[config.mk]
export PLATFORM = sky130hd
export DESIGN_NAME = match_watchdog
export DESIGN_NICKNAME = d
export VERILOG_FILES = /design/src/rtl/wdm_pkg.sv /design/src/rtl/wdm_counter.sv /design/src/rtl/wdm_regs.sv /design/src/rtl/wdm_pulse.sv /design/src/rtl/match_watchdog.sv
export SDC_FILE = /design/constraint.sdc
export NUM_CORES = 1
export LEC_CHECK = 0
export BUFFER_PORTS_ARGS = -buffer_cell sky130_fd_sc_hd__buf_4
export CAP_MARGIN = 10
export CORE_ASPECT_RATIO = 1.25
export CORE_MARGIN = 4
export CORE_UTILIZATION = 45
export CTS_CLUSTER_DIAMETER = 60
export DETAILED_ROUTE_END_ITERATION = 8
export PLACE_DENSITY = 0.74
export SETUP_SLACK_MARGIN = 0.3
export SLEW_MARGIN = 20
export SYNTH_ARGS = -nofsm -noshare
export SYNTH_HDL_FRONTEND = slang
export SYNTH_HIERARCHICAL = 1
export SYNTH_SLANG_ARGS = --single-unit
export TNS_END_PERCENT = 10
[constraint.sdc]
create_clock -name clk -period 3.1 [get_ports clk]
set_input_delay 0.155 -clock clk [delete_from_list [all_inputs] [get_ports clk]]
set_output_delay 0.155 -clock clk [all_outputs]
set_load 0.02 [all_outputs]
[src/rtl/wdm_pkg.sv]
package wdm_pkg;
  // register word indices (bus_addr[4:2])
  localparam int unsigned IDX_INT   = 0;
  localparam int unsigned IDX_CTRL  = 1;
  localparam int unsigned IDX_CNT   = 2;
  localparam int unsigned IDX_MCTRL = 3;
  localparam int unsigned IDX_MATCH = 4;
  localparam int unsigned IDX_PIN   = 5;
  localparam int unsigned IDX_PLEN  = 6;
  localparam int unsigned IDX_CAUSE = 7;

  // control bits
  localparam int unsigned CTRL_RUN = 0;
  localparam int unsigned CTRL_CLR = 1;
  localparam int unsigned CTRL_DBG = 2;

  // match control bits
  localparam int unsigned MC_IRQ  = 0;
  localparam int unsigned MC_STOP = 2;
  localparam int unsigned MC_RINT = 5;
  localparam int unsigned MC_REXT = 6;
  localparam int unsigned MC_W    = 7;

  // pin mode field low bit
  localparam int unsigned PIN_LSB = 4;

  typedef enum logic [1:0] {
    PIN_KEEP   = 2'd0,
    PIN_LOW    = 2'd1,
    PIN_HIGH   = 2'd2,
    PIN_TOGGLE = 2'd3
  } pin_mode_e;
endpackage

[src/rtl/wdm_counter.sv]
module wdm_counter #(
  parameter int unsigned CNT_W     = 32,
  parameter int unsigned CLR_TICKS = 3
) (
  input  logic             clk,
  input  logic             rst_n,
  input  logic             tick,
  input  logic             run_en,
  input  logic             dbg_en,
  input  logic             dbg_halt,
  input  logic             clr_req,
  input  logic [CNT_W-1:0] match_val,
  input  logic             stop_on_match,
  output logic [CNT_W-1:0] count,
  output logic             clr_busy,
  output logic             match_evt
);
  localparam int unsigned CW = $clog2(CLR_TICKS + 1);

  logic [CW-1:0] clr_left;
  logic          halted;
  logic          step;
  logic          clr_last;

  assign clr_busy  = (clr_left != '0);
  assign halted    = dbg_en & dbg_halt;
  assign step      = tick & run_en & ~halted & ~clr_busy;
  assign match_evt = step & (count == match_val);
  assign clr_last  = clr_busy & tick & (clr_left == CW'(1));

  always_ff @(posedge clk or negedge rst_n) begin
    if (!rst_n) begin
      count    <= '0;
      clr_left <= '0;
    end else begin
      if (clr_req) begin
        clr_left <= CW'(CLR_TICKS);
      end else if (clr_busy && tick) begin
        clr_left <= clr_left - CW'(1);
      end

      if (clr_last) begin
        count <= '0;
      end else if (match_evt && stop_on_match) begin
        count <= '0;
      end else if (step) begin
        count <= count + CNT_W'(1);
      end
    end
  end

  // debug freeze holds the count
  p_halt_freeze_r3: assert property (@(posedge clk) disable iff (!rst_n)
    (halted && !clr_busy) |=> $stable(count));

  // during a clear the count only holds or drops to zero
  p_clear_hold_r4: assert property (@(posedge clk) disable iff (!rst_n)
    clr_busy |=> (count == '0 || $stable(count)));

  // nothing moves the count without a tick
  p_no_tick_r2: assert property (@(posedge clk) disable iff (!rst_n)
    !tick |=> $stable(count));
endmodule

[src/rtl/wdm_regs.sv]
module wdm_regs
  import wdm_pkg::*;
#(
  parameter int unsigned DATA_W = 32,
  parameter int unsigned CNT_W  = 32,
  parameter int unsigned PLEN_W = 16
) (
  input  logic              clk,
  input  logic              rst_n,
  input  logic [4:0]        addr,
  input  logic [DATA_W-1:0] wdata,
  input  logic              wr,
  input  logic              rd,
  output logic [DATA_W-1:0] rdata,
  input  logic [CNT_W-1:0]  count,
  input  logic              clr_busy,
  input  logic              match_evt,
  input  logic              rst_cause,
  output logic              run_en,
  output logic              dbg_en,
  output logic              clr_req,
  output logic [CNT_W-1:0]  match_val,
  output logic              stop_on_match,
  output logic              trig,
  output logic              sel_int,
  output logic              sel_ext,
  output logic [PLEN_W-1:0] pulse_len,
  output logic              irq,
  output logic              match_pin
);
  logic [2:0]      idx;
  logic [MC_W-1:0] mctrl_q;
  pin_mode_e       pin_mode_q;
  logic            unused_addr;

  assign idx         = addr[4:2];
  assign unused_addr = ^addr[1:0];

  function automatic logic hit(input int unsigned i);
    return wr && (idx == 3'(i));
  endfunction

  assign clr_req       = hit(IDX_CTRL) && wdata[CTRL_CLR];
  assign stop_on_match = mctrl_q[MC_STOP];
  assign sel_int       = mctrl_q[MC_RINT];
  assign sel_ext       = mctrl_q[MC_REXT];
  assign trig          = match_evt && (sel_int || sel_ext);

  always_ff @(posedge clk or negedge rst_n) begin
    if (!rst_n) begin
      irq        <= 1'b0;
      run_en     <= 1'b0;
      dbg_en     <= 1'b0;
      mctrl_q    <= '0;
      match_val  <= '0;
      pin_mode_q <= PIN_KEEP;
      pulse_len  <= '0;
      match_pin  <= 1'b0;
    end else begin
      if (hit(IDX_INT) && wdata[0]) irq <= 1'b0;
      if (match_evt && mctrl_q[MC_IRQ]) irq <= 1'b1;

      if (hit(IDX_CTRL)) begin
        run_en <= wdata[CTRL_RUN];
        dbg_en <= wdata[CTRL_DBG];
      end
      if (match_evt && mctrl_q[MC_STOP]) run_en <= 1'b0;

      if (hit(IDX_MCTRL)) mctrl_q    <= wdata[MC_W-1:0];
      if (hit(IDX_MATCH)) match_val  <= wdata[CNT_W-1:0];
      if (hit(IDX_PIN))   pin_mode_q <= pin_mode_e'(wdata[PIN_LSB+1:PIN_LSB]);
      if (hit(IDX_PLEN))  pulse_len  <= wdata[PLEN_W-1:0];

      if (match_evt) begin
        unique case (pin_mode_q)
          PIN_LOW:    match_pin <= 1'b0;
          PIN_HIGH:   match_pin <= 1'b1;
          PIN_TOGGLE: match_pin <= ~match_pin;
          default:    match_pin <= match_pin;
        endcase
      end
    end
  end

  always_comb begin
    rdata = '0;
    if (rd) begin
      unique case (idx)
        3'(IDX_INT):   rdata = DATA_W'(irq);
        3'(IDX_CTRL):  rdata = DATA_W'({dbg_en, clr_busy, run_en});
        3'(IDX_CNT):   rdata = DATA_W'(count);
        3'(IDX_MCTRL): rdata = DATA_W'(mctrl_q);
        3'(IDX_MATCH): rdata = DATA_W'(match_val);
        3'(IDX_PIN):   rdata = DATA_W'({pin_mode_q, 4'b0000});
        3'(IDX_PLEN):  rdata = DATA_W'(pulse_len);
        default:       rdata = DATA_W'(rst_cause);
      endcase
    end
  end

  // writing 0 to the interrupt bit leaves it alone
  p_w1c_zero_r6: assert property (@(posedge clk) disable iff (!rst_n)
    (hit(IDX_INT) && !wdata[0] && !match_evt) |=> $stable(irq));

  // an enabled match raises the interrupt
  p_irq_set_r5: assert property (@(posedge clk) disable iff (!rst_n)
    (match_evt && mctrl_q[MC_IRQ]) |=> irq);

  // a stopping match leaves the run bit clear
  p_stop_run_r7: assert property (@(posedge clk) disable iff (!rst_n)
    (match_evt && mctrl_q[MC_STOP] && !hit(IDX_CTRL)) |=> !run_en);
endmodule

[src/rtl/wdm_pulse.sv]
module wdm_pulse #(
  parameter int unsigned PLEN_W = 16,
  parameter int unsigned EXTRA  = 6
) (
  input  logic              clk,
  input  logic              por_n,
  input  logic              tick,
  input  logic              trig,
  input  logic              sel_int,
  input  logic              sel_ext,
  input  logic [PLEN_W-1:0] len,
  output logic              rst_int,
  output logic              rst_ext,
  output logic              cause
);
  localparam int unsigned REM_W = PLEN_W + 1;

  logic [REM_W-1:0] left;
  logic             int_q;
  logic             ext_q;
  logic             active;

  assign active  = (left != '0);
  assign rst_int = active & int_q;
  assign rst_ext = active & ext_q;

  always_ff @(posedge clk or negedge por_n) begin
    if (!por_n) begin
      left  <= '0;
      int_q <= 1'b0;
      ext_q <= 1'b0;
      cause <= 1'b0;
    end else if (trig && !active) begin
      left  <= REM_W'(len) + REM_W'(EXTRA);
      int_q <= sel_int;
      ext_q <= sel_ext;
      if (sel_int) cause <= 1'b1;
    end else if (active && tick) begin
      left <= left - REM_W'(1);
    end
  end

  // a fresh pulse loads its full length
  p_pulse_load_r8: assert property (@(posedge clk) disable iff (!por_n)
    (trig && !active) |=> (left == REM_W'($past(len)) + REM_W'(EXTRA)));

  // a running pulse does not restart and only moves on ticks
  p_pulse_hold_r8: assert property (@(posedge clk) disable iff (!por_n)
    (active && !tick) |=> $stable(left));

  // the cause bit is sticky until power-on reset
  p_cause_sticky_r10: assert property (@(posedge clk) disable iff (!por_n)
    cause |=> cause);
endmodule

[src/rtl/match_watchdog.sv]
module match_watchdog #(
  parameter int unsigned DATA_W    = 32,
  parameter int unsigned CNT_W     = 32,
  parameter int unsigned PLEN_W    = 16,
  parameter int unsigned CLR_TICKS = 3,
  parameter int unsigned EXTRA     = 6
) (
  input  logic              clk,
  input  logic              por_n,
  input  logic              rst_n,
  input  logic              tick,
  input  logic              dbg_halt,
  input  logic [4:0]        bus_addr,
  input  logic [DATA_W-1:0] bus_wdata,
  input  logic              bus_wr,
  input  logic              bus_rd,
  output logic [DATA_W-1:0] bus_rdata,
  output logic              irq,
  output logic              match_pin,
  output logic              rst_int_o,
  output logic              rst_ext_o
);
  logic              blk_rst_n;
  logic [CNT_W-1:0]  count;
  logic              clr_busy;
  logic              match_evt;
  logic              cause;
  logic              run_en;
  logic              dbg_en;
  logic              clr_req;
  logic [CNT_W-1:0]  match_val;
  logic              stop_on_match;
  logic              trig;
  logic              sel_int;
  logic              sel_ext;
  logic [PLEN_W-1:0] pulse_len;

  assign blk_rst_n = rst_n & por_n;

  wdm_counter #(.CNT_W(CNT_W), .CLR_TICKS(CLR_TICKS)) u_cnt (
    .clk(clk), .rst_n(blk_rst_n), .tick(tick), .run_en(run_en),
    .dbg_en(dbg_en), .dbg_halt(dbg_halt), .clr_req(clr_req),
    .match_val(match_val), .stop_on_match(stop_on_match),
    .count(count), .clr_busy(clr_busy), .match_evt(match_evt)
  );

  wdm_regs #(.DATA_W(DATA_W), .CNT_W(CNT_W), .PLEN_W(PLEN_W)) u_regs (
    .clk(clk), .rst_n(blk_rst_n), .addr(bus_addr), .wdata(bus_wdata),
    .wr(bus_wr), .rd(bus_rd), .rdata(bus_rdata), .count(count),
    .clr_busy(clr_busy), .match_evt(match_evt), .rst_cause(cause),
    .run_en(run_en), .dbg_en(dbg_en), .clr_req(clr_req),
    .match_val(match_val), .stop_on_match(stop_on_match), .trig(trig),
    .sel_int(sel_int), .sel_ext(sel_ext), .pulse_len(pulse_len),
    .irq(irq), .match_pin(match_pin)
  );

  wdm_pulse #(.PLEN_W(PLEN_W), .EXTRA(EXTRA)) u_pulse (
    .clk(clk), .por_n(por_n), .tick(tick), .trig(trig),
    .sel_int(sel_int), .sel_ext(sel_ext), .len(pulse_len),
    .rst_int(rst_int_o), .rst_ext(rst_ext_o), .cause(cause)
  );
endmodule

==> results.md <==
- Largest net degree at the start of global routing: 53
- Area grow syn2layout: 24.0%
- GPL Wtd Cong: 0.917
- FF-to-FF setup slack: 590 ps
- Clock Path Buffers: 2
- R2R Path End: u_pulse/left[2]
- CP Capture Type: primary output
- TritonCTS clock tree: done
- H-Tree Depth: 4
- Gate Count Post-Synth: 690
- GR peak layer: met2
- Total iterations of the first detailed-routing run: 6
- GR Overflow Total: 0
- Final setup vio count: 0
- Arrival time worst endpoint: 2580 ps
- Crit path kind: register to primary output
- N_diodes: 0
- Synthesized Nets: 740
- Worst hold path depth: 2
- Clk slew on worst S/H paths: 50 ps
- Status: complete, no violations
- Pwr dens: 626 mW/mm²
- WP buf/inv: 2
- Core Region: 0.0152 mm²
- Crit path time final: 2730 ps
- Via/cell ratio: 5.70
- Drt initial violations: 344
- Total wire length: 18400 µm
- RSZ-0062 raised after global routing: yes
- Worst Path Max Fanout: 12
- Floorplan die width: 120 µm
- First-pass GRT wire length: 29600 µm
- Slowest CP cell: or4_4
- Maximum clock frequency: 0.366 GHz
- Worst-case reg-to-reg path depth: 9
- R2R Path Start: u_regs/match_val[5]
- Synth unique cells: 70
- # rows: 50
- Total number of vias: 5827
- TritonCTS buffer count: 17
- Worst relative slew slack: 53.9%
- Initial Util: 46.5%
- Clk_lat worst skew: 410 ps
- Avg Cell Area, Syn: roughly 10 µm²
- Die area: 0.0178 mm²
- Final slew viol count: 0
- Final core utilization: 57.7%
- Seq/Total Area, Yosys: 40.7%
- Residual DRC count: 0
- Final #Nets: between 800 and 900
- Slew of the pin with the lowest slew margin: 689 ps
- Worst setup SP type: register
- Skew final: 13.7 ps
- GR Util met2: a little under two fifths
- Worst Hold End: u_regs/pulse_len[2]
- Req. time, crit path: 2940 ps
- Post-synth EDFFs: 0
- Leading cell type in the layout, fill and taps excluded: dfrtp_1
- Final TNS setup: 0 ps
- IO Count: 80
- Origin of the worst min-delay path: bus_wdata[2]
- Crit-path leading delay family: simple AND/OR/NAND/NOR gates
- Final HPWL DP: 13100 µm
- Initial antenna violation count: 0
- Setup bufs post-CTS: 0
- Clock Sinks: 115
- Async set-reset flop share out of synthesis: 100%
- Final hold violation count: 0
- Root buffer cell: clkbuf_16
- Met1 Use GR: about a quarter
- Min-Delay Path Class: input port to register
- IO buf count: 77
- Vias in the first global route: 5812
- GRT met3 Usage: 3.27%
- VDD IR-drop max: 0.000345 V
- Largest cells by area after synthesis: dfrtp_1 41%, mux2_1 6.8%, xnor2_1 6.4%
- Seq cells post-synth: 115
- Cell taking the most area after synthesis: dfrtp_1
- Most frequent cells in the layout: 115 x dfrtp_1, 91 x buf_4, 67 x nor2_1, 52 x xnor2_1
- Share of post-route cells with drive strength above 1: 21.7%
- Post-Synthesis Cell Area: just over 0.007 mm²
- Chip height: 148 µm
- Antenna viol nets, final: 0
- Pleak: 3.79 nW
- Primary FF master, synth: dfrtp_1
- Worst path cell trace: inv_1 > ha_1 > or4b_4 > or4_4 > and2_1 > buf_4
- GR Util All Layers: about a fifth
- Final worst-path cycle share: just under 90%
- Top-area cell type share of the netlist area: 40.7%
- Wire per inst: 18.0 µm
- Max-cap violations: 0
- YS warnings: 6
- Worst path max stage delay: ~640 ps
- Worst hold slack: 13.6 ps
-- final cells by class --
type	instances	area, µm²
well taps	208	260
clock inverters	9	128
inverters	23	86.3
clock buffers	23	478
repair buffers	125	1040
fillers	1293	6430
multi-input cells	519	3890
flip-flops and latches	115	2880
-- what timing repair did --
item	CTS	global route
hold endpoints to repair	110	0
resized for setup	0	1
hold buffers	32	0
endpoints found under the setup margin	0	7
-- where the power goes --
| part | internal, mW | switching, mW |
|---|---|---|
| Clock | 1.32 | 0.670 |
| Sequential | 1.81 | 0.383 |
| Combinational | 0.662 | 0.648 |
-- worst max path at each step --
| stage | from | end | slack, ps | depth (start not counted) |
|---|---|---|---|---|
| after floorplan | u_pulse/left[0] | u_pulse/left[2] | 880 | 7 |
| after global placement | u_regs/match_val[5] | u_pulse/left[5] | 470 | 8 |
| after detailed placement | u_cnt/count[20] | u_pulse/left[7] | 480 | 8 |
| after CTS | u_pulse/left[0] | rst_int_o | 350 | 6 |
| after global routing | u_pulse/left[0] | rst_int_o | 270 | 6 |
| final | u_pulse/left[0] | rst_int_o | 370 | 6 |
-- cells in the mapped netlist, types with 3 or more instances --
master,n
nor3_1,14
a31oi_1,6
nand2b_1,4
and2_1,4
dfrtp_1,115
nand3_1,19
nor2_1,67
buf_4,4
mux2_1,43
a211oi_1,4
o22ai_1,3
and3_1,4
a21oi_1,17
a221oi_1,3
clkbuf_1,9
or3_1,6
nand2_1,44
nor2b_1,3
buf_2,10
o21ai_1,11
and3b_1,5
o21ai_0,21
mux2i_1,6
buf_6,8
and4_1,3
a22oi_1,34
nor4_1,10
mux2_4,30
inv_1,23
ha_1,6
or4_4,3
xnor2_1,52
xor2_1,19
nand4_1,30
-- routing by layer --
layer	vias up	wire [µm]
met2	198	9610
met1	2852	7640
met3	31	804
met5	-	0
met4	0	346
li1	2746	-
-- stage by stage --
stage / instances / power, mW / area, µm² / setup WS [ps]
after global placement: 958 / 3.42 / 7840 / 470
after global routing: 1022 / 5.77 / 8770 / 273
after CTS: 1022 / 5.51 / 8760 / 348
after floorplan: 690 / 3.07 / 7070 / 883
final: 1022 / 5.49 / 8770 / 369
after detailed placement: 958 / 3.47 / 7840 / 480
-- state kept, by name, indices dropped and copies added (netlist names) --
signal	cells
u_cnt/count	32
u_regs/match_val	32
u_pulse/left	17
u_regs/pulse_len	16
u_regs/mctrl_q	7
u_cnt/clr_left	2
u_regs/pin_mode_q	2
u_pulse/cause	1
u_pulse/ext_q	1
u_pulse/int_q	1
u_regs/dbg_en	1
u_regs/irq	1
u_regs/match_pin	1
u_regs/run_en	1
-- cell families after synthesis --
kind of cell	synth area share, %
multiplexers	14.1
buffers and inverters	4.37
AO/OA/AOI/OAI	11.2
adder cells (fa/ha/maj)	1.06
AND/OR/NAND/NOR	19.8
XOR/XNOR	8.79
flip-flops	40.7
Note: power is estimated with default switching activity, not from simulation.
